--- config.mk ---
export PLATFORM = sky130hd
export DESIGN_NAME = irq_router
export DESIGN_NICKNAME = d
export VERILOG_FILES = /design/src/rtl/irq_router_pkg.sv /design/src/rtl/irq_router_ctrl.sv /design/src/rtl/irq_router_dp.sv /design/src/rtl/irq_router.sv
export SDC_FILE = /design/constraint.sdc
export NUM_CORES = 1
export LEC_CHECK = 0
export BUFFER_PORTS_ARGS = -buffer_cell sky130_fd_sc_hd__buf_2
export CAP_MARGIN = 20
export CORE_UTILIZATION = 30
export CTS_BUF_LIST = sky130_fd_sc_hd__clkbuf_8 sky130_fd_sc_hd__clkbuf_16
export DETAILED_ROUTE_END_ITERATION = 16
export GPL_ROUTABILITY_DRIVEN = 1
export PLACE_DENSITY_LB_ADDON = 0.05
export SYNTH_ARGS = -nofsm -noshare
export SYNTH_HDL_FRONTEND = slang
export SYNTH_HIERARCHICAL = 1
export SYNTH_SLANG_ARGS = --single-unit
--- constraint.sdc ---
create_clock -name clk -period 10.7 [get_ports clk]
set_input_delay 2.14 -clock clk [delete_from_list [all_inputs] [get_ports clk]]
set_output_delay 2.14 -clock clk [all_outputs]
set_load 0.01 [all_outputs]
--- src/rtl/irq_router_pkg.sv ---
package irq_router_pkg;

  localparam int PIN_COUNT  = 4;
  localparam int NUM_W      = 8;

  // Strobe from the control side: one serviced request line per clock.
  typedef struct packed {
    logic             valid;
    logic [NUM_W-1:0] lineIdx;
  } route_strobe_t;

  // Fixed slot/pin to bridge interrupt number table.
  function automatic logic [NUM_W-1:0] mapLine(input int slot, input int pin,
                                               input int base);
    int n;
    if (slot == 5)                    n = base + (pin % PIN_COUNT);
    else if (slot == 6)               n = base + 4;
    else if (slot == 7)               n = base + 5;
    else if (slot >= 8 && slot <= 12) n = base + 6 + (slot - 8) + pin;
    else                              n = pin;
    return NUM_W'(n);
  endfunction

endpackage

--- src/rtl/irq_router_ctrl.sv ---
module irq_router_ctrl
  import irq_router_pkg::*;
#(
  parameter int NUM_LINES = 64
) (
  input  logic                 clk,
  input  logic                 rst,
  input  logic [NUM_LINES-1:0] irqReq,
  output route_strobe_t        strobe
);

  logic [NUM_LINES-1:0] prevReq;
  logic [NUM_LINES-1:0] pending;
  logic [NUM_LINES-1:0] candidate;
  logic [NUM_LINES-1:0] grantMask;

  // New changes join the events still waiting from earlier cycles.
  always_comb candidate = pending | (irqReq ^ prevReq);

  // Lowest line wins: scan downward so the last hit is the smallest index.
  always_comb begin
    strobe    = '0;
    grantMask = '0;
    for (int i = NUM_LINES - 1; i >= 0; i--) begin
      if (candidate[i]) begin
        strobe.valid   = 1'b1;
        strobe.lineIdx = NUM_W'(i);
        grantMask      = '0;
        grantMask[i]   = 1'b1;
      end
    end
  end

  always_ff @(posedge clk) begin
    if (rst) begin
      prevReq <= irqReq;
      pending <= '0;
    end else begin
      prevReq <= irqReq;
      pending <= candidate & ~grantMask;
    end
  end

endmodule

--- src/rtl/irq_router_dp.sv ---
module irq_router_dp
  import irq_router_pkg::*;
#(
  parameter int IRQ_BASE = 32,
  parameter int CFG_BITS = 32
) (
  input  logic                clk,
  input  logic                rst,
  input  route_strobe_t       strobe,
  input  logic [CFG_BITS-1:0] edgeSel,
  input  logic [CFG_BITS-1:0] polarity,
  output logic [NUM_W-1:0]    irqNum,
  output logic                cpuIrq
);

  localparam int IDX_W = (CFG_BITS > 1) ? $clog2(CFG_BITS) : 1;

  logic [NUM_W-1:0] mapped;
  logic [NUM_W-1:0] offset;
  logic [IDX_W-1:0] cfgIdx;
  logic             cfgHit;
  logic             pulseLive;

  always_comb begin
    mapped = mapLine(int'(strobe.lineIdx) / PIN_COUNT,
                     int'(strobe.lineIdx) % PIN_COUNT, IRQ_BASE);
    offset = mapped - NUM_W'(IRQ_BASE);
    cfgHit = (int'(mapped) >= IRQ_BASE) && (int'(offset) < CFG_BITS);
    cfgIdx = IDX_W'(offset);
  end

  always_ff @(posedge clk) begin
    if (rst) begin
      irqNum    <= '0;
      cpuIrq    <= 1'b0;
      pulseLive <= 1'b0;
    end else if (strobe.valid && cfgHit) begin
      irqNum    <= mapped;
      cpuIrq    <= edgeSel[cfgIdx] ? 1'b1 : polarity[cfgIdx];
      pulseLive <= edgeSel[cfgIdx];
    end else begin
      if (strobe.valid) irqNum <= mapped;
      if (pulseLive) cpuIrq <= 1'b0;
      pulseLive <= 1'b0;
    end
  end

endmodule

--- src/rtl/irq_router.sv ---
module irq_router
  import irq_router_pkg::*;
#(
  parameter int NUM_SLOTS = 16,
  parameter int IRQ_BASE  = 32,
  parameter int CFG_BITS  = 32
) (
  input  logic                         clk,
  input  logic                         rst,
  input  logic [NUM_SLOTS*PIN_COUNT-1:0] irqReq,
  input  logic [CFG_BITS-1:0]          edgeSel,
  input  logic [CFG_BITS-1:0]          polarity,
  output logic [NUM_W-1:0]             irqNum,
  output logic                         cpuIrq
);

  localparam int NUM_LINES = NUM_SLOTS * PIN_COUNT;

  route_strobe_t strobe;

  irq_router_ctrl #(.NUM_LINES(NUM_LINES)) u_ctrl (
    .clk    (clk),
    .rst    (rst),
    .irqReq (irqReq),
    .strobe (strobe)
  );

  irq_router_dp #(.IRQ_BASE(IRQ_BASE), .CFG_BITS(CFG_BITS)) u_dp (
    .clk      (clk),
    .rst      (rst),
    .strobe   (strobe),
    .edgeSel  (edgeSel),
    .polarity (polarity),
    .irqNum   (irqNum),
    .cpuIrq   (cpuIrq)
  );

endmodule

==> results of run 1 <==
-- flip-flops by register name, indices dropped and copies added, names as in the netlist --
| register | flops |
|---|---|
| u_ctrl/prevReq | 64 |
| u_dp/pulseLive | 1 |
| u_ctrl/pending | 63 |
| u_dp/irqNum | 8 |
| u_dp/cpuIrq | 1 |
-- final timing paths --
check                                 endpoint  slack [ps]  depth (start not counted)
worst max register to register  u_dp/pulseLive        4990                         19
worst min register to register  u_dp/irqNum[4]         490                          2
worst min-delay path            u_dp/irqNum[4]         490                          2
worst max-delay path            u_dp/pulseLive        3490                         20
-- logic make-up after synthesis --
| logic type | after synthesis | share of synthesized area (%) |
|---|---|---|
| XOR/XNOR | 68 | 8.541 |
| buffers and inverters | 43 | 2.961 |
| AND/OR/NAND/NOR | 320 | 25.57 |
| multiplexers | 32 | 4.881 |
| other | 1 | 0.05378 |
| adder cells (fa/ha/maj) | 14 | 2.620 |
| AO/OA/AOI/OAI | 153 | 16.04 |
| flip-flops | 137 | 39.33 |
-- placed cells by master, fill, tap and decap left out, types with 7 or more instances in the layout --
cell type,netlist,final
sky130_fd_sc_hd__and2_1,7,7
sky130_fd_sc_hd__o21ai_0,21,21
sky130_fd_sc_hd__nor2b_1,15,15
sky130_fd_sc_hd__buf_2,2,138
sky130_fd_sc_hd__clkbuf_16,0,17
sky130_fd_sc_hd__o31ai_1,7,7
sky130_fd_sc_hd__o22ai_1,8,8
sky130_fd_sc_hd__xor2_1,50,50
sky130_fd_sc_hd__xnor2_1,18,18
sky130_fd_sc_hd__mux2i_1,16,16
sky130_fd_sc_hd__nand4_1,11,11
sky130_fd_sc_hd__a21oi_1,19,19
sky130_fd_sc_hd__a311oi_1,19,19
sky130_fd_sc_hd__nor3_1,32,32
sky130_fd_sc_hd__and3_1,7,7
sky130_fd_sc_hd__nand3_1,27,27
sky130_fd_sc_hd__dfxtp_1,137,137
sky130_fd_sc_hd__nor4_1,27,27
sky130_fd_sc_hd__inv_6,0,7
sky130_fd_sc_hd__nor2_1,86,86
sky130_fd_sc_hd__inv_1,20,20
sky130_fd_sc_hd__mux2_2,16,16
sky130_fd_sc_hd__a31oi_1,7,7
sky130_fd_sc_hd__ha_1,13,13
sky130_fd_sc_hd__a211oi_1,32,32
sky130_fd_sc_hd__nand2_1,54,54
-- per-layer routing --
layer | global-route usage, % | vias to the layer above | wire (um) | share of wire [%]
met1 | 24.64 | 3018 | 10310 | 47
met2 | 30.98 | 143 | 10160 | 47
met4 | 5.846 | 0 | 345 | 1.6
met3 | 4.231 | 25 | 915 | 4.2
li1 | - | 3126 | - | -
met5 | 0 | - | 0 | 0
-- power by group through the flow --
stage	Combinational, uW	Sequential [uW]	Clock [uW]
3_3_place_gp	218	574	0
3_5_place_dp	220	575	0
4_1_cts	221	564	593
6_report	220	564	574
2_1_floorplan	146	573	0
5_1_grt	246	568	619
-- metrics by stage --
step                power [uW]  cell area [sq um]
floorplan                719.1               6977
global placement         792.4               7930
finish                    1358               8503
global route              1434               8503
detailed placement       795.6               7930
CTS                       1378               8503
-- worst reg2reg max path: stages (launching register included) --
cell                        delay, ps
sky130_fd_sc_hd__dfxtp_1          310
sky130_fd_sc_hd__xor2_1           170
sky130_fd_sc_hd__nor4_2           610
sky130_fd_sc_hd__nand3_1          390
sky130_fd_sc_hd__o21ai_0          270
sky130_fd_sc_hd__a211oi_1         100
sky130_fd_sc_hd__o31a_1           270
sky130_fd_sc_hd__o21ai_0          710
sky130_fd_sc_hd__ha_1             300
sky130_fd_sc_hd__ha_1             170
sky130_fd_sc_hd__inv_1             60
sky130_fd_sc_hd__fa_1             410
sky130_fd_sc_hd__xor2_1           160
sky130_fd_sc_hd__nor3_2           180
sky130_fd_sc_hd__and2_4           450
sky130_fd_sc_hd__mux2i_1          170
sky130_fd_sc_hd__a2111oi_2        380
sky130_fd_sc_hd__a31oi_1           90
sky130_fd_sc_hd__a32o_1           300
sky130_fd_sc_hd__nor3b_2          160
-- cell type report --
type | instances | area share (%)
Clock inverter | 15 | 1.736
Timing Repair Buffer | 143 | 8.564
Tap cell | 285 | 4.194
Clock buffer | 17 | 5.003
Multi-Input combinational cell | 589 | 47.37
Inverter | 20 | 0.8829
Sequential cell | 137 | 32.25
==> qor.log, run 1 <==
[timing] setup ws final 3489 ps
[global_routing] number of antenna violations at the first check in global routing 0
[clock_network] total clock buffers created by CTS 17
[yosys] total number of yosys warnings 6
[clock_network] number of gates given a new drive strength after cts 0
[detailed_routing] DR DRC count 0
[timing] smallest hold slack 489.5 ps
[yosys] fraction of post-synthesis cell area in the top cell type by area 39.33%
[timing] total setup violations reported at the end of the flow 0
[placement] Placed Cells incl. Taps 1174
[cells_and_area] area of the multi-input gates 4028 sq um
[yosys] ranking of synthesized cells by area sky130_fd_sc_hd__dfxtp_1 39%, sky130_fd_sc_hd__xor2_1 6.3%, sky130_fd_sc_hd__nor2_1 4.6%
[power] part of the power in the clock network 42.2%
[detailed_routing] post-detailed-routing wire length 21720 um
[clock_network] number of buffers inserted for hold repair after clock tree synthesis 0
[clock_network] CTS root buffer sky130_fd_sc_hd__clkbuf_16
[outcome] outcome completed
[job] max capacitance violation total 0
[die] initial cell density of the core 30.71%
[worst_hold_path] worst hold path startpoint u_dp/irqNum[4]
[cells_and_area] count of inserted antenna diode cells 0
[power] internal power of the cells 943.6 uW
[power] standby leakage power 0.003364 uW
[timing] accumulated negative setup slack 0 ps
[yosys] share of synthesized registers carrying an async set or reset 0%
[critical_path] startpoint type of the worst setup path input port
[cells_and_area] number of nets in the layout 1052
[critical_path] buffers plus inverters on the worst setup path 2
[critical_path] source of the worst register-to-register timing path u_ctrl/prevReq[51]
[yosys] prevailing post-synth register cell sky130_fd_sc_hd__dfxtp_1
[power] Switching Power 414.0 uW
[worst_hold_path] class of the tightest hold or removal check reg2reg
[global_routing] Congestion Overflow GR 0
[detailed_routing] length of the first detailed-routing pass in iterations 5
[global_routing] number of global-route vias before repair 6427
[die] Placeable Area 22710 sq um
[cells_and_area] fill count 2378
[yosys] count of flip-flops with a built-in enable after synthesis 0
[yosys] Mapped Avg Cell Area 9.079 sq um
[placement] number of buffers added on ports 138
[clock_network] number of clock sinks 137
[timing] unrepaired setup endpoints after global routing no
[clock_network] CTS max path bufs 2
[yosys] most frequent cells after synthesis 137 x sky130_fd_sc_hd__dfxtp_1, 86 x sky130_fd_sc_hd__nor2_1, 54 x sky130_fd_sc_hd__nand2_1
[placement] final estimated routing congestion in global placement 0.9069
[global_routing] global-route wire length before repair 34670 um
[critical_path] peak fanout along the critical path 33
[critical_path] chain of cells forming the critical path buf_2, xor2_1, nor4_2, nand3_1, o21ai_0, a211oi_1, o31a_1, o21ai_0, ha_1, ha_1, inv_1, fa_1, xor2_1, nor3_2, and2_4, mux2i_1, a2111oi_2, a31oi_1, a32o_1, nor3b_2
[critical_path] Worst setup startpoint irqReq[51]
[cells_and_area] synthesis-to-layout area growth 21.95%
[clock_network] clk slew on worst S/H paths 70 ps
[critical_path] family of cells with the greatest summed delay on the critical path compound AO/OA/AOI/OAI gates
[timing] timing-limited maximum frequency 0.1387 GHz
[timing] final max-slew violation count 0
[yosys] number of instances in the synthesized netlist 768
[placement] Placement Setup Slack 3035 ps
[power] fraction of power spent switching nets 30.50%
[clock_network] CTS HTree Levels 4
[yosys] count of distinct cell types in the synthesized netlist 83
[die] overall die area 23860 sq um
[power] register share of total power 41.5%
[detailed_routing] Detail Route Antenna Nets 0
[timing] Least-Margin Pin Slew 947.7 ps
[critical_path] required time at the worst-slack endpoint 11060 ps
[detailed_routing] number of vias in the routed layout 6312
[yosys] largest area contributor in the netlist sky130_fd_sc_hd__dfxtp_1
[power] combinational share of power 16.2%
[cells_and_area] share of the core filled with cells 37.44%
[timing] time the worst path needs with I/O delays and setup 7211 ps
[detailed_routing] Routed wire per std cell 18.01 um
[cells_and_area] sequential cell area 2743 sq um
[detailed_routing] violation count after the first detailed-routing iteration 307
[timing] Final period util 67.39%
[critical_path] endpoint type of the worst setup path register
[critical_path] delay of the slowest cell on the worst path 710 ps
[yosys] area of the mapped netlist 6973 sq um
[cells_and_area] share of final-layout standard cells stronger than drive strength 1 24.21%
[clock_network] CTS tree done
[yosys] Synth Register Bits 137
[die] I/O pin count 139
[detailed_routing] Via-to-Cell Ratio 5.234
[timing] Final Hold Violating Endpoints 0
[timing] clock skew after layout 16.12 ps
[global_routing] All-Layer GR Usage 18.91%
[die] die width 154.5 um
[timing] worst max-slew margin expressed relative to the limit 36.23%
[global_routing] pin count of the biggest net entering global routing 74
[die] height of the chip 154.5 um
[critical_path] arrival time at the worst endpoint 7570 ps
[power] P per Cell Area 159.7 nW/um^2
[power] Peak VDD IR 0.00007204 V
[critical_path] path type of the worst setup path in2reg
[clock_network] post-CTS setup repair buffer count 0
[cells_and_area] Cell Count, Final, Fillers Out 1206
[placement] half-perimeter wire length after placement 17520 um
[die] row count 55
[yosys] Seq/Total Area, Yosys 39.33%
[yosys] dominant cell by count in the synthesized netlist sky130_fd_sc_hd__dfxtp_1
[critical_path] cell with the largest stage delay on the worst path sky130_fd_sc_hd__o21ai_0
[clock_network] later-pin clock latency in the skew report 430 ps
Note: power is estimated with default switching activity, not from simulation.
==> run 2: changes to the inputs <==
--- a/config.mk
+++ b/config.mk
@@ -5,6 +5,7 @@
 export SDC_FILE = /design/constraint.sdc
 export NUM_CORES = 1
 export LEC_CHECK = 0
+export ABC_AREA = 1
 export BUFFER_PORTS_ARGS = -buffer_cell sky130_fd_sc_hd__buf_2
 export CAP_MARGIN = 20
 export CORE_UTILIZATION = 30
==> constraint.sdc (replaced) <==
create_clock -name clk -period 6.21 [get_ports clk]
set_input_delay 1.242 -clock clk [delete_from_list [all_inputs] [get_ports clk]]
set_output_delay 1.242 -clock clk [all_outputs]
set_load 0.01 [all_outputs]
==> run 2 against run 1 <==
Cell area grew 36%. Global-route usage rose by 8.6 points. Register-to-register slack got worse by 4200 ps. Wire length up 80%. Combinational power rose to 3.1 times the previous value. Die area up 23%. Total power up 94%. Clock skew decreased by 3.3 ps. Sequential cell count is the same. Highest routed layer unchanged. Cell count up 72%. Largest cell class unchanged. Sequential power is 69% higher.
==> qor.log, run 2 <==
[critical_path] path type of the worst setup path in2reg
[global_routing] global-route wire length before repair 58460 um
[placement] half-perimeter wire length after placement 32020 um
[timing] final max-slew violation count 0
[cells_and_area] count of inserted antenna diode cells 0
[die] Placeable Area 27930 sq um
[job] max capacitance violation total 0
[critical_path] buffers plus inverters on the worst setup path 5
[yosys] Mapped Avg Cell Area 6.178 sq um
[detailed_routing] Via-to-Cell Ratio 4.844
[global_routing] number of antenna violations at the first check in global routing 0
[clock_network] total clock buffers created by CTS 17
[cells_and_area] commonest non-fill, non-tap cell in the layout sky130_fd_sc_hd__nand2_1
[clock_network] number of buffers inserted for hold repair after clock tree synthesis 0
[clock_network] number of clock sinks 137
[timing] timing-limited maximum frequency 0.1658 GHz
[cells_and_area] post-route design area 11560 sq um
[global_routing] Congestion Overflow GR 0
[outcome] outcome completed
[yosys] area of the mapped netlist 8569 sq um
[yosys] total number of yosys warnings 6
[die] overall die area 29240 sq um
[clock_network] later-pin clock latency in the skew report 440 ps
[power] Peak VDD IR 0.0001673 V
[timing] unrepaired setup endpoints after global routing yes
[detailed_routing] Routed wire per std cell 18.84 um
[die] height of the chip 171.0 um
[critical_path] startpoint type of the worst setup path input port
[global_routing] pin count of the biggest net entering global routing 37
[critical_path] peak fanout along the critical path 3
[critical_path] arrival time at the worst endpoint 6340 ps
[cells_and_area] max FFs per register 64
[detailed_routing] length of the first detailed-routing pass in iterations 5
[die] die width 171.0 um
[cells_and_area] number of nets in the layout 1825
[detailed_routing] violation count after the first detailed-routing iteration 624
[die] I/O pin count 139
[clock_network] CTS max path bufs 2
[cells_and_area] register with the most flip-flops u_ctrl/prevReq
[die] row count 61
[global_routing] number of global-route vias before repair 9758
[timing] worst max-slew margin expressed relative to the limit 36.96%
[clock_network] CTS tree done
[clock_network] CTS root buffer sky130_fd_sc_hd__clkbuf_16
[yosys] ranking of synthesized cells by area sky130_fd_sc_hd__dfxtp_1 32%, sky130_fd_sc_hd__nand2_1 12%, sky130_fd_sc_hd__nor2_1 11%
[timing] Least-Margin Pin Slew 944.6 ps
[timing] clock skew after layout 12.78 ps
[detailed_routing] post-detailed-routing wire length 39030 um
[yosys] most frequent cells after synthesis 265 x sky130_fd_sc_hd__nand2_1, 257 x sky130_fd_sc_hd__nor2_1, 254 x sky130_fd_sc_hd__inv_1
[critical_path] required time at the worst-slack endpoint 6520 ps
[yosys] count of distinct cell types in the synthesized netlist 51
[yosys] fraction of post-synthesis cell area in the top cell type by area 32.00%
[yosys] count of flip-flops with a built-in enable after synthesis 0
[detailed_routing] DR DRC count 0
[timing] setup ws final 180.3 ps
[yosys] prevailing post-synth register cell sky130_fd_sc_hd__dfxtp_1
[placement] final estimated routing congestion in global placement 1.007
[clock_network] CTS HTree Levels 4
[die] initial cell density of the core 30.68%
[worst_hold_path] class of the tightest hold or removal check reg2reg
[yosys] share of synthesized registers carrying an async set or reset 0%
[timing] Final period util 97.10%
[yosys] Seq/Total Area, Yosys 32.00%
[power] standby leakage power 0.005601 uW
[placement] Placement Setup Slack -541.5 ps
[clock_network] clk slew on worst S/H paths 60 ps
[timing] accumulated negative setup slack 0 ps
[critical_path] delay of the slowest cell on the worst path 340 ps
[cells_and_area] share of final-layout standard cells stronger than drive strength 1 23.57%
[yosys] number of instances in the synthesized netlist 1387
[critical_path] most frequent cell on the critical path sky130_fd_sc_hd__nand2_1
[cells_and_area] largest registers u_ctrl/prevReq (64), u_ctrl/pending (63), u_dp/irqNum (8)
[timing] total setup violations reported at the end of the flow 0
[timing] time the worst path needs with I/O delays and setup 6030 ps
[cells_and_area] most frequent cells in the layout 261 x sky130_fd_sc_hd__nand2_1, 254 x sky130_fd_sc_hd__nor2_1, 251 x sky130_fd_sc_hd__inv_1
[detailed_routing] Detail Route Antenna Nets 0
[power] P per Cell Area 227.6 nW/um^2
[placement] total placed instance area 10830 sq um
[yosys] dominant cell by count in the synthesized netlist sky130_fd_sc_hd__nand2_1
[critical_path] endpoint type of the worst setup path register
[timing] Final Hold Violating Endpoints 0
[detailed_routing] number of vias in the routed layout 10.03k
[critical_path] family of cells with the greatest summed delay on the critical path simple AND/OR/NAND/NOR gates
[yosys] largest area contributor in the netlist sky130_fd_sc_hd__dfxtp_1
[cells_and_area] synthesis-to-layout area growth 34.94%
[yosys] Synth Register Bits 137
[global_routing] All-Layer GR Usage 27.46%
[critical_path] cell with the largest stage delay on the worst path sky130_fd_sc_hd__fa_2
[placement] number of buffers added on ports 138
==> run 2: timing repair <==
| action | CTS | global route |
|---|---|---|
| buffers inserted | 0 | 4 |
| endpoints found under the setup margin | 2 | 6 |
| pin swaps | 0 | 34 |
| resized for setup | 2 | 36 |
==> run 2: kinds of logic after synthesis <==
kind of cell | Yosys count | share of synthesized area (%)
AND/OR/NAND/NOR | 845 | 44.93
buffers and inverters | 291 | 13.18
flip-flops | 137 | 32.00
AO/OA/AOI/OAI | 97 | 7.505
adder cells (fa/ha/maj) | 14 | 2.132
XOR/XNOR | 2 | 0.2044
other | 1 | 0.04376
==> run 2: final timing paths <==
check | from | to | slack [ps] | depth (start not counted)
worst max register to register | u_ctrl/prevReq[62] | u_dp/pulseLive | 770 | 67
worst min register to register | u_dp/irqNum[2] | u_dp/irqNum[2] | 500 | 2
worst min-delay path | u_dp/irqNum[2] | u_dp/irqNum[2] | 500 | 2
worst max-delay path | irqReq[55] | u_dp/pulseLive | 180 | 65
==> run 2: tightest hold or removal path: cells and delay by family (launching register included) <==
kind / cells / cell delay, ps
flops: 1 / 320
compound gates: 1 / 90
buf+inv: 1 / 60
==> run 2: routing by layer <==
metal	global-route usage [%]	vias up	wire [um]
li1	-	5058	-
met1	35.09	4540	17600
met2	44.01	345	17670
met3	4.742	88	1966
met4	14.48	0	1783
met5	0	-	0
==> run 2: final cells by class <==
| cell class | instances | area [sq um] |
|---|---|---|
| fill | 3122 | 16370 |
| multi-input combinational | 960 | 4813 |
| sequential | 137 | 2743 |
| timing repair buffer | 297 | 1954 |
| inverter | 268 | 1011 |
| tap | 378 | 473.0 |
| clock buffer | 18 | 439.2 |
| clock inverter | 13 | 130.1 |
==> run 2: per-stage QoR <==
stage,instances,power [uW],hold WS (ps),util [%]
floorplan,1388,1318,528.8,-
global placement,2036,1633,484.9,38.77
detailed placement,2036,1631,481.5,38.77
CTS,2067,2644,499.2,40.82
global route,2071,2775,530.9,41.40
finish,2071,2632,496.0,41.40
==> run 2: power breakdown <==
group	switching [uW]	internal (uW)
Clock	402	596
Sequential	16.2	939
Combinational	424	254
Total	843	1790
==> run 3: changes to the inputs <==
--- a/config.mk
+++ b/config.mk
@@ -8,6 +8,7 @@
 export ABC_AREA = 1
 export BUFFER_PORTS_ARGS = -buffer_cell sky130_fd_sc_hd__buf_2
 export CAP_MARGIN = 20
+export CORE_ASPECT_RATIO = 1.75
 export CORE_UTILIZATION = 30
 export CTS_BUF_LIST = sky130_fd_sc_hd__clkbuf_8 sky130_fd_sc_hd__clkbuf_16
 export DETAILED_ROUTE_END_ITERATION = 16
==> run 3 against run 2 <==
Clock skew up 1.7 ps. Cell count up 0.63%. Critical path type unchanged. Highest routed layer is now met5. Combinational power up 6.0%. Wire length up 16%. Total power up 4.9%. Via count up 3.3%. First-iteration DRC count down 4.2%. Die area about the same.
==> qor.log, run 3 (same netlist as run 2, synthesis figures left out) <==
[global_routing] All-Layer GR Usage 32.19%
[worst_hold_path] terminating pin of the worst hold path u_dp/irqNum[0]
[clock_network] number of clock sinks 137
[cells_and_area] largest registers u_ctrl/prevReq (64), u_ctrl/pending (63), u_dp/irqNum (8)
[die] Placeable Area 27970 sq um
[detailed_routing] Detail Route Antenna Nets 0
[timing] Least-Margin Pin Slew 1147 ps
[power] Switching Power 870.1 uW
[placement] final estimated routing congestion in global placement 1.039
[placement] Placement Setup Slack -544.6 ps
[cells_and_area] most frequent cells in the layout 260 x sky130_fd_sc_hd__nand2_1, 254 x sky130_fd_sc_hd__nor2_1, 251 x sky130_fd_sc_hd__inv_1
[power] internal power of the cells 1890 uW
[clock_network] CTS tree done
[timing] unrepaired setup endpoints after global routing yes
[job] max capacitance violation total 0
[critical_path] R2R Setup Slk 760 ps
[placement] Placed Cells incl. Taps 2041
[detailed_routing] Routed wire per std cell 21.72 um
[detailed_routing] Via-to-Cell Ratio 4.971
[cells_and_area] share of final-layout standard cells stronger than drive strength 1 24.49%
[critical_path] path type of the worst setup path in2reg
[critical_path] required time at the worst-slack endpoint 6550 ps
[timing] accumulated negative setup slack 0 ps
[global_routing] Congestion Overflow GR 0
[global_routing] pin count of the biggest net entering global routing 37
[detailed_routing] post-detailed-routing wire length 45260 um
[worst_hold_path] class of the tightest hold or removal check reg2reg
[global_routing] number of global-route vias before repair 10.44k
[timing] timing-limited maximum frequency 0.1677 GHz
[cells_and_area] fill count 3112
[die] overall die area 29270 sq um
[cells_and_area] commonest non-fill, non-tap cell in the layout sky130_fd_sc_hd__nand2_1
[timing] Final period util 96.05%
[outcome] outcome completed
[placement] number of buffers added on ports 138
[critical_path] arrival time at the worst endpoint 6300 ps
[detailed_routing] number of vias in the routed layout 10.36k
[critical_path] most frequent cell on the critical path sky130_fd_sc_hd__nand2_1
[critical_path] peak fanout along the critical path 3
[cells_and_area] max FFs per register 64
[power] Total Power Consumption 2760 uW
[global_routing] global-route wire length before repair 65400 um
[power] standby leakage power 0.005722 uW
[die] row count 81
[critical_path] startpoint type of the worst setup path input port
[die] height of the chip 225.6 um
[cells_and_area] synthesis-to-layout area growth 37.35%
[die] initial cell density of the core 30.64%
[placement] half-perimeter wire length after placement 37440 um
[power] fraction of power spent switching nets 31.53%
[global_routing] number of antenna violations at the first check in global routing 3
[worst_hold_path] worst hold path startpoint u_dp/irqNum[0]
[power] part of the power in the clock network 39.3%
[critical_path] count of cells along the worst register-to-register path 68
[critical_path] reg-to-reg endpoint u_dp/cpuIrq
[timing] total setup violations reported at the end of the flow 0
[timing] worst max-slew margin expressed relative to the limit 22.81%
[power] P per Cell Area 234.5 nW/um^2
[timing] smallest hold slack 506.0 ps
[die] die width 129.8 um
[die] I/O pin count 139
[timing] Final Hold Violating Endpoints 0
[cells_and_area] count of inserted antenna diode cells 0
[cells_and_area] register with the most flip-flops u_ctrl/prevReq
[worst_hold_path] instance count along the most critical hold path 2
[timing] clock skew after layout 14.48 ps
[clock_network] clk slew on worst S/H paths 60 ps
[cells_and_area] number of nets in the layout 1842
[clock_network] CTS max path bufs 2
[critical_path] cell with the largest stage delay on the worst path sky130_fd_sc_hd__fa_2
[critical_path] delay of the slowest cell on the worst path 330 ps
[cells_and_area] Cell Count, Final, Fillers Out 2084
[critical_path] source of the worst register-to-register timing path u_ctrl/prevReq[62]
[timing] final max-slew violation count 0
[detailed_routing] length of the first detailed-routing pass in iterations 5
[clock_network] CTS HTree Levels 4
[timing] setup ws final 245.6 ps
[critical_path] endpoint type of the worst setup path register
[timing] time the worst path needs with I/O delays and setup 5964 ps
[power] Peak VDD IR 0.0001962 V
[detailed_routing] DR DRC count 0
[clock_network] CTS root buffer sky130_fd_sc_hd__clkbuf_16
[clock_network] later-pin clock latency in the skew report 440 ps
[power] register share of total power 34.6%
[clock_network] total clock buffers created by CTS 17
[detailed_routing] violation count after the first detailed-routing iteration 598
[power] combinational share of power 26.1%
run 3: changes by cell type in the layout (fill, tap and decap cells not counted), sizes merged:
cell,before,now
buf,297,311
bufinv,2,4
clkbuf,18,22
clkinv,14,13
inv,264,263
run 3: power by group through the flow:
stage	Clock, uW	Combinational, uW	Sequential [uW]
floorplan	0	346	972
global placement	0	692	974
finish	1080	720	955
global route	1150	780	961
detailed placement	0	689	975
CTS	1120	694	956
run 3: final cells by class:
cell class                      count  area, sq um  area share [%]
Clock buffer                       19        452.9           3.848
Inverter                          268         1008           8.568
Clock inverter                     13        176.4           1.499
Multi-Input combinational cell    960         4831           41.04
Sequential cell                   137         2743           23.30
Timing Repair Buffer              314         2092           17.77
Tap cell                          373        466.7           3.965
run 3: how the worst max path moves through the flow:
stage                     startpoint     endpoint  slack (ps)  cells past startpoint
after floorplan           irqReq[55]  u_dp/cpuIrq         370                     65
after global placement    irqReq[62]  u_dp/cpuIrq        -500                     68
after detailed placement  irqReq[62]  u_dp/cpuIrq        -540                     68
after CTS                 irqReq[62]  u_dp/cpuIrq          20                     68
after global routing      irqReq[62]  u_dp/cpuIrq        -350                     68
final                     irqReq[62]  u_dp/cpuIrq         250                     68
run 3: repair_timing:
action	4_1_cts	5_1_grt
hold buffers	0	0
gates resized for setup	3	39
pin swaps	1	36
buffers inserted	1	7
setup endpoints to repair	2	5
cloned	0	0
run 3: metal layers:
layer / track usage (%) / vias to the layer above / share of wire (%)
li1: - / 5089 / -
met1: 26.95 / 4682 / 31
met2: 61.24 / 407 / 55
met3: 7.202 / 177 / 4.8
met4: 28.84 / 4 / 9.5
met5: 0 / - / 0.057
run 3: worst max-delay path, delay by kind of cell:
kind	cells	cell delay, ps
AO/OA/AOI/OAI	3	300
adder cells (fa/ha/maj)	4	820
AND/OR/NAND/NOR	57	3660
buffers and inverters	4	220
run 3: per-stage QoR:
| stage | util [%] | cell area (sq um) |
|---|---|---|
| 2_1_floorplan | - | 8573 |
| 3_3_place_gp | 39.01 | 10910 |
| 3_5_place_dp | 39.01 | 10910 |
| 4_1_cts | 41.32 | 11560 |
| 5_1_grt | 42.08 | 11770 |
| 6_report | 42.08 | 11770 |
